===== src/rtl/piso_pkg.sv =====
package piso_pkg;
   typedef enum logic [1:0] {
      OP_HOLD  = 2'd0,
      OP_LOAD  = 2'd1,
      OP_SHIFT = 2'd2
   } stage_op_e;
endpackage


===== src/rtl/pinsync.sv =====
module pinsync #(
   parameter int              WIDTH     = 4,
   parameter int              DEPTH     = 2,
   parameter logic [WIDTH-1:0] RESET_VAL = '0
) (
   input  logic             clk,
   input  logic             rst_n,
   input  logic [WIDTH-1:0] d,
   output logic [WIDTH-1:0] q
);
   logic [WIDTH-1:0] chain [DEPTH];

   generate
      for (genvar s = 0; s < DEPTH; s++) begin : g_stage
         if (s == 0) begin : g_first
            always_ff @(posedge clk) begin
               if (!rst_n) chain[s] <= RESET_VAL;
               else        chain[s] <= d;
            end
         end else begin : g_next
            always_ff @(posedge clk) begin
               if (!rst_n) chain[s] <= RESET_VAL;
               else        chain[s] <= chain[s-1];
            end
         end
      end
   endgenerate

   assign q = chain[DEPTH-1];
endmodule


===== src/rtl/edge_strobe.sv =====
module edge_strobe #(
   parameter int SETTLE = 3
) (
   input  logic clk,
   input  logic rst_n,
   input  logic lvl_a,
   input  logic lvl_b,
   output logic strobe
);
   localparam int CW = $clog2(SETTLE + 1) + 1;

   logic          comb_lvl;
   logic          hist;
   logic [CW-1:0] warm;
   logic          primed;

   assign comb_lvl = lvl_a | lvl_b;
   assign primed   = (warm == CW'(SETTLE));

   always_ff @(posedge clk) begin
      if (!rst_n) begin
         hist <= 1'b0;
         warm <= '0;
      end else begin
         hist <= comb_lvl;
         if (!primed) warm <= warm + 1'b1;
      end
   end

   assign strobe = primed & comb_lvl & ~hist;
endmodule


===== src/rtl/stage_chain.sv =====
module stage_chain
   import piso_pkg::*;
#(
   parameter int STAGES = 8
) (
   input  logic              clk,
   input  logic              rst_n,
   input  stage_op_e         op,
   input  logic              ser,
   input  logic [STAGES-1:0] par,
   output logic [STAGES-1:0] stages
);
   generate
      for (genvar i = 0; i < STAGES; i++) begin : g_cell
         logic from_prev;
         if (i == 0) begin : g_head
            assign from_prev = ser;
         end else begin : g_body
            assign from_prev = stages[i-1];
         end
         always_ff @(posedge clk) begin
            if (!rst_n) begin
               stages[i] <= 1'b0;
            end else begin
               case (op)
                  OP_LOAD:  stages[i] <= par[i];
                  OP_SHIFT: stages[i] <= from_prev;
                  default:  stages[i] <= stages[i];
               endcase
            end
         end
      end
   endgenerate
endmodule


===== src/rtl/piso_shifter.sv =====
module piso_shifter
   import piso_pkg::*;
#(
   parameter int STAGES     = 8,
   parameter int SYNC_DEPTH = 2
) (
   input  logic              clk,
   input  logic              rst_n,
   input  logic              shld_n,
   input  logic              tick_a,
   input  logic              tick_b,
   input  logic              ser_in,
   input  logic [STAGES-1:0] par_in,
   output logic              q_ser,
   output logic              q_ser_n
);
   localparam int          CTRL_W   = 4;
   localparam logic [CTRL_W-1:0] CTRL_RST = 4'b0001;

   generate
      if (STAGES < 2) begin : g_bad_stages
         $error("piso_shifter: STAGES must be at least 2");
      end
      if (SYNC_DEPTH < 2) begin : g_bad_sync
         $error("piso_shifter: SYNC_DEPTH must be at least 2");
      end
   endgenerate

   logic [CTRL_W-1:0] raw_ctrl;
   logic [CTRL_W-1:0] syn_ctrl;
   logic              shld_s;
   logic              tick_a_s;
   logic              tick_b_s;
   logic              ser_s;
   logic              shift_stb;
   stage_op_e         op;
   logic [STAGES-1:0] stages;

   assign raw_ctrl = {ser_in, tick_b, tick_a, shld_n};

   pinsync #(
      .WIDTH    (CTRL_W),
      .DEPTH    (SYNC_DEPTH),
      .RESET_VAL(CTRL_RST)
   ) u_sync (
      .clk  (clk),
      .rst_n(rst_n),
      .d    (raw_ctrl),
      .q    (syn_ctrl)
   );

   assign shld_s   = syn_ctrl[0];
   assign tick_a_s = syn_ctrl[1];
   assign tick_b_s = syn_ctrl[2];
   assign ser_s    = syn_ctrl[3];

   edge_strobe #(
      .SETTLE(SYNC_DEPTH + 1)
   ) u_edge (
      .clk   (clk),
      .rst_n (rst_n),
      .lvl_a (tick_a_s),
      .lvl_b (tick_b_s),
      .strobe(shift_stb)
   );

   always_comb begin
      if (!shld_s)        op = OP_LOAD;
      else if (shift_stb) op = OP_SHIFT;
      else                op = OP_HOLD;
   end

   stage_chain #(
      .STAGES(STAGES)
   ) u_chain (
      .clk   (clk),
      .rst_n (rst_n),
      .op    (op),
      .ser   (ser_s),
      .par   (par_in),
      .stages(stages)
   );

   assign q_ser   = stages[STAGES-1];
   assign q_ser_n = ~stages[STAGES-1];
endmodule


===== config.mk =====
export PLATFORM = sky130hd
export DESIGN_NAME = piso_shifter
export DESIGN_NICKNAME = d
export VERILOG_FILES = /design/src/rtl/piso_pkg.sv /design/src/rtl/pinsync.sv /design/src/rtl/edge_strobe.sv /design/src/rtl/stage_chain.sv /design/src/rtl/piso_shifter.sv
export SDC_FILE = /design/constraint.sdc
export NUM_CORES = 1
export LEC_CHECK = 0
export BUFFER_PORTS_ARGS = -buffer_cell sky130_fd_sc_hd__buf_2
export CORE_MARGIN = 4
export CORE_UTILIZATION = 50
export DETAILED_ROUTE_END_ITERATION = 10
export HOLD_SLACK_MARGIN = 0.05
export PLACE_DENSITY_LB_ADDON = 0.25
export SYNTH_ARGS = -nofsm -noshare
export SYNTH_HDL_FRONTEND = slang
export SYNTH_SLANG_ARGS = --single-unit

===== constraint.sdc =====
create_clock -name clk -period 1.7 [get_ports clk]
set_input_delay 0.17 -clock clk [delete_from_list [all_inputs] [get_ports clk]]
set_output_delay 0.17 -clock clk [all_outputs]
set_load 0.005 [all_outputs]

* Yosys cells after proc, flatten, opt, wreduce, memory -nomap -nowiden
Memory sizes are Yosys's and may differ from the RTL's.
Cells that the tools add are included.
** Cells by class
- $add $sub $neg :: 1
- Equality and inequality tests :: 3
- Muxes and demuxes :: 14
- Bitwise logic cells :: 7
- Reduce and logical (&&, ||, !) cells :: 1
** Operators by type and width (count)
- $pmux 1 s2 :: 8
- $mux 4 :: 2
- $mux 2 :: 2
- $add 3x1->3 const B :: 1
- $eq 3x2->1 const B :: 1
- $or 1x1->1 :: 3
- $and 1x1->1 :: 2
- $eq 2x1->1 const B :: 1
- $eq 2x2->1 const B :: 1
- $mux 1 :: 2
- $not 1->1 :: 2
- $reduce_bool 2->1 :: 1
** Storage, ports and cells
- Register bits after elaboration :: 12
- RAM bits :: 8
- Input bits :: 14
- Output and inout bits :: 2
- Memories kept :: 1
** Memory list
- u_sync.chain :: words 2, bits a word 4, rd ports 2, clocked after Yosys merged registers in 0, wr ports 2, line pinsync.sv:11 : logic [WIDTH-1:0] chain [DEPTH];

* Longest topological paths before layout
- Word-level depth :: 7
- Gate-level depth with buffers :: 6
- Gate-level depth less buffers :: 5

* Modules after synthesis
Synthesis repeated with hierarchy kept, for this count alone.
** Second synthesis, totals
- Cell total of the unflattened synthesis :: 80
- Area, all modules :: 917.1 um^2
** By module, submodules not included
- stage_chain :: times used 1, cells each 44, area an instance 509.2 um^2, seq. area each 160.2 um^2
- pinsync :: times used 1, cells each 16, area an instance 210.2 um^2, seq. area each 160.2 um^2
- edge_strobe :: times used 1, cells each 17, area an instance 183.9 um^2, seq. area each 80.1 um^2
- piso_shifter :: times used 1, cells each 3, area an instance 13.8 um^2, seq. area each 0.0 um^2

* Worst setup path before layout
Ideal clock, no wire load.
- Kind :: reg-to-reg
- Start :: register u_edge.warm[0]
- End :: register u_chain.stages[0] (netlist: u_chain.g_cell[1].from_prev)
- Setup time :: 0.125 ns
- Arrival time :: 1.167 ns
- Required time :: 1.575 ns
- Path slack :: 0.408 ns
- Stages on the path, launching flop included :: 7
- Period minus slack after synthesis :: 1.292 ns
- Cell sequence :: dfxtp_1 > ha_1 > ha_1 > and2b_1 > buf_6 > nand3_1 > a31oi_1
** Between the ends
- Word-level cells in the longest chain between the ends :: 7
** RTL lines
- start: declaration :: line edge_strobe.sv:14 : logic [CW-1:0] warm;
- start signal: assignment :: line edge_strobe.sv:26 : if (!primed) warm <= warm + 1'b1;
- $eq 3x2->1 * :: line edge_strobe.sv:18 : assign primed = (warm == CW'(SETTLE));
- $and 1x1->1 * (2 in a row) :: line edge_strobe.sv:30 : assign strobe = primed & comb_lvl & ~hist;
- $mux 2 * :: line piso_shifter.sv:69 : else if (shift_stb) op = OP_SHIFT;
- $mux 2 * :: line piso_shifter.sv:68 : if (!shld_s) op = OP_LOAD;
- $eq 2x2->1 / $eq 2x1->1 (equally long branches) :: line stage_chain.sv:25 : case (op)
- $pmux 1 s2 / $reduce_bool 2->1 (equally long branches)
- end signal: indexed assignment :: line stage_chain.sv:26 : OP_LOAD: stages[i] <= par[i];
- end signal: indexed assignment :: line stage_chain.sv:27 : OP_SHIFT: stages[i] <= from_prev;
- end signal: indexed assignment :: line stage_chain.sv:28 : default: stages[i] <= stages[i];
- end: declaration :: line stage_chain.sv:11 : output logic [STAGES-1:0] stages
Every way passes the cells marked *; elsewhere a longest branch is shown, timed or not.
A chain may end at the register's enable or synchronous reset.

* Worst setup path in the final report
- Start :: register u_edge.warm[0]
- End :: register u_chain.stages[2] (netlist: u_chain.g_cell[3].from_prev)
The elaborated chain is that of the path after synthesis.

==> impl_metrics.yaml <==
outcome:
  status: "completed"
sta:
  timing.fmax_ghz: 0.6961
  final-hold-violation-count: 0
  layout_setup_ws_ps: 263.4
  setup_viol: 0
  drv_slew: 0
  tightest_slew_ps: 430.3
  rsz0062_at_grt: "no"
  final.setup_skew_ps: 5.869
  min_period_ps: 1437
  tns_ps: 0
  maxSlewHeadroom: 0.7121
  fin_crit_sh: 0.8450
routing:
  routed_wirelength_um: 1200
  antenna_left: 0
  first_pass_iters: 2
  vias: 579
  via_per_inst: 5.312
  drc: 0
  wire_per_inst_um: 11.01
  drt_iter0_markers: 3
worst_setup_path:
  required_ps: 1930
  endpoint_kind: "register"
  cp-start-kind: "register"
  cp_max_fo: 8
  cp.arrival_ps: 1660
  worstSetupPathType: "reg -> reg"
final_layout:
  stdcell_count: 109
  drive_gt1_frac: 0.2021
  final_nets: 112
  finalInstanceArea_sq_um: 845.8
  area.growth.synth_to_final_pct: 10.64
  num_antenna_cells: 0
clock_network:
  cts_hold_buffers: 0
  cts_made_buffers: 3
  ctsLongestPathBuffers: 2
  cts_tree: "yes"
  htreeDepth: 1
  clk_latency_ps: 290
  cts_num_sinks: 20
  ctsRootBufferMaster: "clkbuf_4"
  clk_pin_slew_ps: 100
  post_cts_buffers: 0
  post_cts_resized: 0
hold_path:
  min_path_type: "in -> reg"
global_routing:
  grt_use_met3: 0.04598
  met2_usage: 0.1707
  grt_use_total: 0.1307
  grt_pass1_wl_um: 1966
  use_met1: 0.1733
  grt_overflow: 0
  grt_pass1_vias: 468
  grt.busiest_layer: "met1"
  antenna_found_initial: 0
  grt_max_degree: 21
job:
  max_cap_viol_count: 0
synthesis:
  synth_cell_type_count: 18
  ys_seq_elements: 20
  syn_avg_cell_area_sq_um: 9.438
  ys_seq_area_frac: 0.5237
  syn_area_sq_um: 764.5
  syn_nets: 97
  syn_inst: 81
  ys_warn_count: 0
placement:
  io_buffer_count: 15
  dpl_cell_area_sq_um: 823.3
  routabilityCongestion: 0.7630
  place_inst: 106
  dp_slack_ps: 273.2
floorplan:
  die_w_um: 47.10
  die_y_um: 47.10
  io_pins: 16
  die-area_sq_um: 2218
  rows: 13
  start_util: 0.5595
  core_sq_um: 1366
power:
  powerDensity_nw_per_um2: 992.3
  power_uw: 839.3
  p_leak_uw: 0.0003313
  ir_worst_vdd_v: 0.0006878
==> placed cells by master (no fill, tap or decap), drive strengths merged <==
cell type / n
buf: 15
dfxtp: 20
nand2b: 3
nand3: 8
nor2: 1
and2b: 1
o21ai: 17
mux2i: 1
a31oi: 8
clkbuf: 3
or2: 1
nand2: 1
and2: 9
inv: 2
ha: 2
nor2b: 1
xnor2: 1
==> critical path, cell delays in order, from the launching register on <==
cell and delay, ps:
dfxtp_1 360, ha_1 160, ha_1 260, and2b_1 300, nand3_1 130, a31oi_1 170
==> synthesized netlist by cell type <==
library cell | number | area (sq um)
dfxtp_1 | 20 | 400.4
clkbuf_1 | 2 | 7.510
and2b_1 | 1 | 7.510
mux2i_1 | 1 | 10.01
nand3_1 | 8 | 40.04
ha_1 | 2 | 25.02
nor2_1 | 1 | 3.750
nor2b_1 | 1 | 6.260
buf_2 | 1 | 5.000
or2_2 | 1 | 6.260
buf_6 | 2 | 22.52
nand2b_1 | 3 | 18.77
o21ai_0 | 17 | 85.08
xnor2_1 | 1 | 8.760
nand2_1 | 1 | 3.750
and2_1 | 9 | 56.30
a31oi_1 | 8 | 50.05
inv_1 | 2 | 7.510
==> report_power, final <==
part	total, uW	internal [uW]	leakage, uW	switching (uW)
registers	522	504	0.000165	18.1
logic	108	53.1	0.000153	54.6
clock network	210	82.3	0.0000138	128
total	839	639	0.000331	200
==> layout make-up <==
class | instances | area [sq um]
fillers | 122 | 520.5
flip-flops and latches | 20 | 400.4
multi-input cells | 54 | 321.6
repair buffers | 15 | 75.07
clock buffers | 3 | 22.52
well taps | 15 | 18.77
inverters | 2 | 7.507
==> sequential cells by signal, indices dropped and copies added (netlist names) <==
register and count:
u_sync.chain 8, u_edge.warm 3, u_chain.stages 1, u_chain.g_cell.from_prev 7, u_edge.hist 1
==> per-layer routing <==
| layer | routed length (um) | vias up |
|---|---|---|
| li1 | - | 308 |
| met1 | 600 | 253 |
| met2 | 483 | 14 |
| met3 | 82 | 4 |
| met4 | 32 | 0 |
| met5 | 0 | - |
==> per-stage QoR <==
step	utilization	hold slack, ps
3_5_place_dp	0.6026	360.7
6_report	0.6190	53.68
2_1_floorplan	-	271.5
4_1_cts	0.6190	52.97
5_1_grt	0.6190	53.65
3_3_place_gp	0.6026	354.8
==> final timing paths <==
check	cells past startpoint	end	slack (ps)	start
worst max register to register	5	u_chain.g_cell[3].from_prev	260	u_edge.warm[0]
worst max-delay path	5	u_chain.g_cell[3].from_prev	260	u_edge.warm[0]
worst min-delay path	2	u_sync.chain[0][0]	50	shld_n
worst min register to register	1	u_sync.chain[1][0]	420	u_sync.chain[0][0]
==> cells by family after synthesis <==
family                     share of synthesized area
buffers and inverters                        0.05565
muxes                                        0.01309
AOI/OAI and AO/OA                             0.1768
xor gates and xnor gates                     0.01146
adders and majority gates                    0.03273
DFF                                           0.5237
and+or+nand+nor                               0.1866
Note: power is estimated with default switching activity, not from simulation.
